===== src/rtl/tdq_pkg.sv =====
package tdq_pkg;
    typedef enum logic [1:0] {
        SRC_NONE   = 2'd0,
        SRC_BYPASS = 2'd1,
        SRC_HELD   = 2'd2
    } ds_src_e;
endpackage


===== src/rtl/tdq_fifo.sv =====
module tdq_fifo #(
    parameter int W     = 8,
    parameter int DEPTH = 4
) (
    input  logic         clk,
    input  logic         rst_n,
    input  logic         wr_en,
    input  logic [W-1:0] wr_data,
    input  logic         rd_en,
    output logic [W-1:0] rd_data,
    output logic         empty,
    output logic         full
);
    localparam int PW   = (DEPTH > 1) ? $clog2(DEPTH) : 1;
    localparam int CNTW = $clog2(DEPTH + 1);

    typedef struct packed {
        logic [DEPTH-1:0][W-1:0] mem;
        logic [PW-1:0]           wp;
        logic [PW-1:0]           rp;
        logic [CNTW-1:0]         cnt;
    } fifo_st_t;

    fifo_st_t st_d, st_q;

    function automatic logic [PW-1:0] ptr_inc(input logic [PW-1:0] p);
        return (p == PW'(DEPTH - 1)) ? '0 : p + 1'b1;
    endfunction

    always_comb begin
        st_d = st_q;
        if (wr_en) begin
            st_d.mem[st_q.wp] = wr_data;
            st_d.wp = ptr_inc(st_q.wp);
        end
        if (rd_en) begin
            st_d.rp = ptr_inc(st_q.rp);
        end
        st_d.cnt = st_q.cnt + CNTW'(wr_en) - CNTW'(rd_en);
    end

    always_ff @(posedge clk) begin
        if (!rst_n) st_q <= '0;
        else        st_q <= st_d;
    end

    assign rd_data = st_q.mem[st_q.rp];
    assign empty   = (st_q.cnt == '0);
    assign full    = (st_q.cnt == CNTW'(DEPTH));

    // the parent never writes past capacity
    a_r7_no_overflow: assert property (@(posedge clk) disable iff (!rst_n)
        (wr_en && !rd_en) |-> !full);

    // reads only from a non-empty queue
    a_r9_no_underflow: assert property (@(posedge clk) disable iff (!rst_n)
        rd_en |-> !empty);

    // occupancy moves by at most one entry per cycle
    a_r6_single_step: assert property (@(posedge clk) disable iff (!rst_n)
        (!wr_en && !rd_en) |=> $stable(st_q.cnt));
endmodule


===== src/rtl/tdq_due.sv =====
module tdq_due #(
    parameter int CW = 16
) (
    input  logic          valid,
    input  logic [CW-1:0] now,
    input  logic [CW-1:0] ready_at,
    output logic          due
);
    logic [CW-1:0] elapsed;

    // Modular difference: non-negative (top bit clear) means the time has come
    always_comb begin
        elapsed = now - ready_at;
        due     = valid && !elapsed[CW-1];
    end
endmodule


===== src/rtl/tdq_top.sv =====
module tdq_top #(
    parameter int TW        = 8,
    parameter int CW        = 16,
    parameter int LAT       = 4,
    parameter int DLY_DEPTH = 4,
    parameter int DS_DEPTH  = 4
) (
    input  logic          clk,
    input  logic          rst_n,
    input  logic [CW-1:0] cycle_i,
    input  logic          in_valid,
    input  logic          in_bypass,
    input  logic [TW-1:0] in_tag,
    output logic          in_ready,
    output logic          dly_full,
    output logic          out_valid,
    output logic [TW-1:0] out_tag,
    input  logic          out_pop,
    output logic          ds_full
);
    import tdq_pkg::*;

    localparam logic [CW-1:0] LAT_V = CW'(LAT);
    localparam int            EW    = TW + CW;

    typedef struct packed {
        logic [TW-1:0] tag;
        logic [CW-1:0] ready_at;
    } held_t;

    held_t   push_ent, head_ent;
    logic    dly_empty, dly_valid, head_due;
    logic    byp_push, dly_push, dly_pop;
    logic    ds_wr, ds_rd, ds_empty;
    logic [TW-1:0] ds_wdata;
    ds_src_e src;

    // Acceptance and routing
    always_comb begin
        byp_push  = in_valid &&  in_bypass && !ds_full;
        dly_push  = in_valid && !in_bypass && !dly_full;
        in_ready  = in_bypass ? !ds_full : !dly_full;
        dly_valid = !dly_empty;
        push_ent.tag      = in_tag;
        push_ent.ready_at = cycle_i + LAT_V;
        dly_pop   = head_due && !ds_full && !byp_push;
        if (byp_push)     src = SRC_BYPASS;
        else if (dly_pop) src = SRC_HELD;
        else              src = SRC_NONE;
        ds_wr     = (src != SRC_NONE);
        ds_wdata  = (src == SRC_BYPASS) ? in_tag : head_ent.tag;
        ds_rd     = out_pop && !ds_empty;
        out_valid = !ds_empty;
    end

    tdq_fifo #(.W(EW), .DEPTH(DLY_DEPTH)) u_hold (
        .clk     (clk),
        .rst_n   (rst_n),
        .wr_en   (dly_push),
        .wr_data (push_ent),
        .rd_en   (dly_pop),
        .rd_data (head_ent),
        .empty   (dly_empty),
        .full    (dly_full)
    );

    tdq_due #(.CW(CW)) u_due (
        .valid    (dly_valid),
        .now      (cycle_i),
        .ready_at (head_ent.ready_at),
        .due      (head_due)
    );

    tdq_fifo #(.W(TW), .DEPTH(DS_DEPTH)) u_out (
        .clk     (clk),
        .rst_n   (rst_n),
        .wr_en   (ds_wr),
        .wr_data (ds_wdata),
        .rd_en   (ds_rd),
        .rd_data (out_tag),
        .empty   (ds_empty),
        .full    (ds_full)
    );

    // an accepted bypass request is visible at the output next cycle
    a_r5_bypass_lands: assert property (@(posedge clk) disable iff (!rst_n)
        byp_push |=> out_valid);

    // a head that does not leave keeps its place and contents
    a_r4_head_holds: assert property (@(posedge clk) disable iff (!rst_n)
        (dly_valid && !dly_pop) |=> (dly_valid && $stable(head_ent)));

    // a full hold stage refuses non-bypass input
    a_r7_stall_input: assert property (@(posedge clk) disable iff (!rst_n)
        (dly_full && !in_bypass) |-> !in_ready);
endmodule


===== config.mk =====
export PLATFORM = sky130hd
export DESIGN_NAME = tdq_top
export DESIGN_NICKNAME = d
export VERILOG_FILES = /design/src/rtl/tdq_pkg.sv /design/src/rtl/tdq_fifo.sv /design/src/rtl/tdq_due.sv /design/src/rtl/tdq_top.sv
export SDC_FILE = /design/constraint.sdc
export NUM_CORES = 1
export LEC_CHECK = 0
export BUFFER_PORTS_ARGS = -buffer_cell sky130_fd_sc_hd__buf_4
export CAP_MARGIN = 20
export CORE_UTILIZATION = 25
export CTS_BUF_LIST = sky130_fd_sc_hd__clkbuf_8
export DETAILED_ROUTE_END_ITERATION = 10
export GPL_TIMING_DRIVEN = 0
export PLACE_DENSITY = 0.36
export SYNTH_ARGS = -nofsm -noshare
export SYNTH_HDL_FRONTEND = slang
export SYNTH_HIERARCHICAL = 1
export SYNTH_SLANG_ARGS = --single-unit

===== constraint.sdc =====
create_clock -name clk -period 4.29 [get_ports clk]
set_input_delay 1.0725 -clock clk [delete_from_list [all_inputs] [get_ports clk]]
set_output_delay 1.0725 -clock clk [all_outputs]
set_load 0.03 [all_outputs]

### Word level (Yosys, flattened, before mapping)

Cells that the tools add are included.

| word-level totals | value |
|---|---|
| bits in registers | 142 |
| RAM bits | 0 |
| bits in latches | 0 |
| memory bits (read-only) | 0 |
| memories | 0 |

| cells by class | value |
|---|---|
| reduce and logical (&&, ||, !) cells | 20 |
| bitwise operators | 0 |
| multiply operators | 0 |
| shifts and indexed selects | 0 |
| $add $sub $neg | 10 |
| $lt $le $gt $ge | 6 |
| divide/modulo/power cells | 0 |
| mux-type cells | 18 |
| eq/ne operators | 7 |

Operator list:

| kind | count |
|---|---|
| 96-bit bitwise mux | 1 |
| 24-bit binary-select mux with 2-bit select | 1 |
| 24-bit demux with 2-bit select | 1 |
| 24-bit 2-to-1 mux | 2 |
| 32-bit bitwise mux | 1 |
| 8-bit 2-to-1 mux | 3 |
| 16-bit by 3-bit adder with 16-bit output, second input constant | 1 |
| 8-bit binary-select mux with 2-bit select | 1 |
| 8-bit demux with 2-bit select | 1 |
| 16-bit subtractor | 1 |
| 2-bit by 3-bit < comparator with 1-bit output, second input constant | 4 |
| 2-bit 2-to-1 mux | 6 |
| 1-bit logical AND | 10 |
| 2-bit by 1-bit adder with 2-bit output, second input constant | 4 |
| 2-bit equality test, second input constant | 4 |
| 1-bit logical NOT | 7 |
| 3-bit by 1-bit adder with 3-bit output | 2 |
| 3-bit equality test, second input constant | 2 |
| 3-bit logical NOT | 2 |
| 3-bit by 1-bit subtractor with 3-bit output | 2 |
| 2-bit by 1-bit greater-or-equal comparator with 1-bit output, second input constant | 2 |
| 2-bit by 1-bit equality test with 1-bit output, second input constant | 1 |
| 2-bit nonzero test | 1 |
| 1-bit 2-to-1 mux | 1 |

### Depth between registers and ports, before layout

| depth | value |
|---|---|
| depth after elaboration | 12 |
| depth in mapped cells | 18 |
| mapped depth without buffers | 16 |

### Hierarchy

The synthesis kept the hierarchy.

Modules (own cells, without submodules):

| module | instances | area each (um^2) | cells an instance |
|---|---|---|---|
| tdq_fifo at u_hold | 1 | 5147.4 | 505 |
| tdq_fifo at u_out | 1 | 1949.4 | 194 |
| tdq_top | 1 | 395.4 | 53 |
| tdq_due | 1 | 387.9 | 56 |

### Worst setup path after synthesis

Ideal clock, no wire load.

| path | value |
|---|---|
| path type | input to register |
| from | input port cycle_i[4] |
| to | register u_hold/st_q[1] (netlist bit) |
| required time | 4.175 ns |
| path buffers | 0 |
| setup time | 0.115 ns |
| slack | 0.591 ns |
| stages | 13 |
| data arrival time | 3.584 ns |
| cells stage by stage | ha_1 > a21oi_1 > o21ai_0 > a21oi_1 > o41ai_2 > mux2i_1 > inv_1 > nor3b_1 > ha_1 > inv_1 > ha_1 > fa_1 > and2_1 |

RTL lines:

| item | line | RTL |
|---|---|---|
| from (decl) | tdq_top.sv:10 | `input logic [CW-1:0] cycle_i,` |
| to (signal assigned) | tdq_fifo.sv:44 | `else st_q <= st_d;` |
| to (decl) | tdq_fifo.sv:24 | `fifo_st_t st_d, st_q;` |

==> impl_metrics.csv <==
group,metric,value,unit
run_status,outcome,"finished with violations",
run_status,violations,"DRC",
drt,wirelength,26.4,mm
critical_path,path_class,"reg -> reg",
clocking,htree_num_levels,4,
timing,period_minus_slack,3950,ps
power_and_ir_drop,p_leak,3.38,nW
synthesis,synthesis.area,7880,um^2
synthesis,yosysMostFrequentCell,"dfxtp_1",
power_and_ir_drop,power_density,434,nW/um^2
critical_path,r2r_cells,17,
timing,setup_viol,0,
critical_path,crit_path_cell_trace,"buf_6, buf_12, mux4_2, inv_1, ha_1, a21oi_1, o21ai_1, a21oi_2, o41ai_4, mux2i_1, inv_1, nor3b_2, ha_1, inv_1, ha_1, fa_1, and2_1",
finish,drive_gt1_share,33.4,%
synthesis,avgSynthCellArea,9.75,um^2
power_and_ir_drop,vdd_drop_max,201,uV
clocking,clock-sinks,142,
critical_path,worstReg2RegEnd,"u_hold/st_q[1]$_SDFF_PN0_",
worst_hold_path,min_from,"u_out/st_q[5]$_SDFFE_PN0P_",
timing,setup_tns,0,ps
synthesis,yosys.area.top_type,"dfxtp_1",
die,coreArea,30800,um^2
critical_path,worst_path_largest_cell_delay,500,ps
synthesis,synth.cells.most_frequent,"dfxtp_1 (142), a21oi_1 (141), nand3_1 (131), a21bo_2 (128), buf_2 (34)",
timing,fin_skew,15.5,ps
worst_hold_path,whs_endpoint,"u_out/st_q[5]$_SDFFE_PN0P_",
flow_run,maxCapViolCount,0,
synthesis,synth_top_area_share,36.1,%
synthesis,yosysUniqueCellTypes,39,
placement,globalplace.congestion,0.721,
drt,vias,6243,
critical_path,r2r_start,"u_hold/st_q[4]$_SDFFE_PN0P_",
placement,pre_cts_ws,-244,ps
grt,gr-total-overflow,0,
grt,groute.usage.overall,16.9,%
finish,n_fill_cell,3248,
synthesis,synth_compound_area_share,25.7,%
synthesis,netlist_instances,808,
die,die_area,32200,um^2
die,io_pins,41,
clocking,cts_setup_buffers,0,
synthesis,ys_seq_elements,142,
drt,viasPerCell,4.89,
finish,multi_input_area,4490,um^2
critical_path,cp.arrival,4320,ps
critical_path,cpMaxStageDelayCell,"mux4_2",
timing,max_freq,253,MHz
worst_hold_path,hold_path_depth,2,
critical_path,ff2ff_setup_slack,340,ps
critical_path,worstPathMaxFanout,10,
grt,grt_pass1_vias,6156,
synthesis,synth_fa_ha_area_share,5.11,%
timing,tightestPinTransition,786,ps
critical_path,start_kind,"flop",
synthesis,synth_nets,868,
timing,hold_viol_final,0,
die,rows,64,
clocking,clock_path_buffers,2,
synthesis,synthXorXnorAreaFrac,2.05,%
die,die_x,180,um
synthesis,synth_warnings,6,
die,initial_utilization,25.6,%
synthesis,synthFlopType,"dfxtp_1",
die,die_y,180,um
clocking,root_buffer,"clkbuf_8",
drt,ant_nets,0,
grt,grt_pass1_wl,40.7,mm
finish,diodes,0,
synthesis,synth-simple-area-share,12.5,%
clocking,clk-insertion-delay-late,470,ps
grt,antenna_found_initial,0,
timing,layout_setup_ws,343,ps
synthesis,synth_top_family_by_area,"compound AO/OA/AOI/OAI gates",
placement,hpwl,18.5,mm
critical_path,cp-end-kind,"flop",
placement,portBuffers,40,
drt,drt_iter0_drc,348,
drt,dr.pass1.iters,9,
critical_path,crit_required,4660,ps
synthesis,synthArstFlopShare,0,%
grt,grt_max_degree,17,
timing,rsz0062_at_grt,"no",
drt,wl_per_cell,20.7,um
timing,post-route-period-util,92.0,%
synthesis,synthMuxAreaShare,11.3,%
clocking,clk_pin_slew,90,ps
synthesis,ys_top_cells_by_area,"dfxtp_1 (36%), a21bo_2 (16%), a21oi_1 (9.0%), nand3_1 (8.3%), mux4_2 (7.7%)",
timing,max-slew-margin-rel,47.6,%
synthesis,yosysSeqAreaShare,36.1,%
timing,slew_viol_final,0,
drt,drc,5,
worst_hold_path,hold_class,"reg -> reg",
clocking,cts_tree,"done",
finish,area_growth,15.9,%
finish,seq_area,2840,um^2
finish,finalNetCount,927,
synthesis,synth_edf_count,0,
clocking,numCtsBuffers,17,
how the worst max path moves through the flow:
stage | start | endpoint | slack (ps)
2_1_floorplan | cycle_i[4] | u_hold/st_q[1]$_SDFF_PN0_ | 590
3_3_place_gp | u_hold/st_q[3]$_SDFFE_PN0P_ | u_hold/st_q[2]$_SDFF_PN0_ | -240
3_5_place_dp | cycle_i[2] | u_hold/st_q[1]$_SDFF_PN0_ | -240
4_1_cts | u_hold/st_q[4]$_SDFFE_PN0P_ | u_hold/st_q[1]$_SDFF_PN0_ | 20
5_1_grt | u_hold/st_q[4]$_SDFFE_PN0P_ | u_hold/st_q[2]$_SDFF_PN0_ | 20
6_report | u_hold/st_q[4]$_SDFFE_PN0P_ | u_hold/st_q[1]$_SDFF_PN0_ | 340
kinds of logic (layout without fill, tap and decap cells):
kind of cell,count (synthesis),after routing
and+or+nand+nor,187,187
AOI/OAI and AO/OA,275,275
adders and majority gates,31,31
DFF,142,142
muxes,46,46
xor gates and xnor gates,15,15
buffers and inverters,112,184
sequential cells by signal, indices dropped and copies added, names as in the netlist:
signal / cells
u_out/st_q: 39
u_hold/st_q: 103
what timing repair did:
item / 4_1_cts / 5_1_grt
resized for setup: 5 / 2
endpoints found under the hold margin: 0 / 0
endpoints found under the setup margin: 35 / 32
hold buffers: 0 / 0
pin swaps: 0 / 1
gates cloned: 0 / 0
worst max-delay path: cells and delay by family, from the launching register on:
| family | cells | cell delay [ps] |
|---|---|---|
| buffers and inverters | 5 | 570 |
| multiplexers | 2 | 660 |
| adder cells (fa/ha/maj) | 4 | 1060 |
| AO/OA/AOI/OAI | 4 | 730 |
| flip-flops | 1 | 380 |
| AND/OR/NAND/NOR | 2 | 450 |
power breakdown:
group	internal, W	total [W]	switching [W]
sequential	0.00140	0.00145	0.0000486
clock	0.000626	0.00121	0.000582
combinational	0.000473	0.00131	0.000836
total	0.00250	0.00397	0.00147
cell usage in the layout (no fill, tap or decap), types with 20 or more instances in the layout:
| master | instances |
|---|---|
| a21bo_2 | 128 |
| a21oi_1 | 140 |
| buf_2 | 32 |
| buf_4 | 44 |
| clkbuf_1 | 23 |
| clkbuf_8 | 20 |
| dfxtp_1 | 142 |
| ha_1 | 29 |
| inv_1 | 32 |
| mux4_2 | 27 |
| nand3_1 | 131 |
per-stage QoR:
step,hold WS [ps],total power [W],instances,instance area (um^2),util (%)
floorplan,491,0.00232,808,7880,-
global placement,517,0.00279,1244,8680,28.1
detailed placement,531,0.00278,1244,8680,28.1
CTS,543,0.00402,1276,9120,29.6
global route,582,0.00420,1276,9140,29.6
finish,536,0.00397,1276,9140,29.6
layer usage:
| metal | vias up | GRT usage, % | routed length, um |
|---|---|---|---|
| li1 | 3042 | - | - |
| met1 | 3096 | 25.2 | 13900 |
| met2 | 89 | 25.6 | 11600 |
| met3 | 16 | 2.49 | 682 |
| met4 | 0 | 3.93 | 217 |
| met5 | - | 0 | 0 |
final cells by class:
cell class                 count  share of cell area [%]
buffer                        79                    4.96
clock buffer                  20                    3.01
clock inverter                12                    1.73
inverter                      33                    1.36
multi-input combinational    554                    49.1
sequential                   142                    31.1
tap                          396                    5.42
timing repair buffer          40                    3.29
No activity file was read; power rests on OpenSTA's default activity.
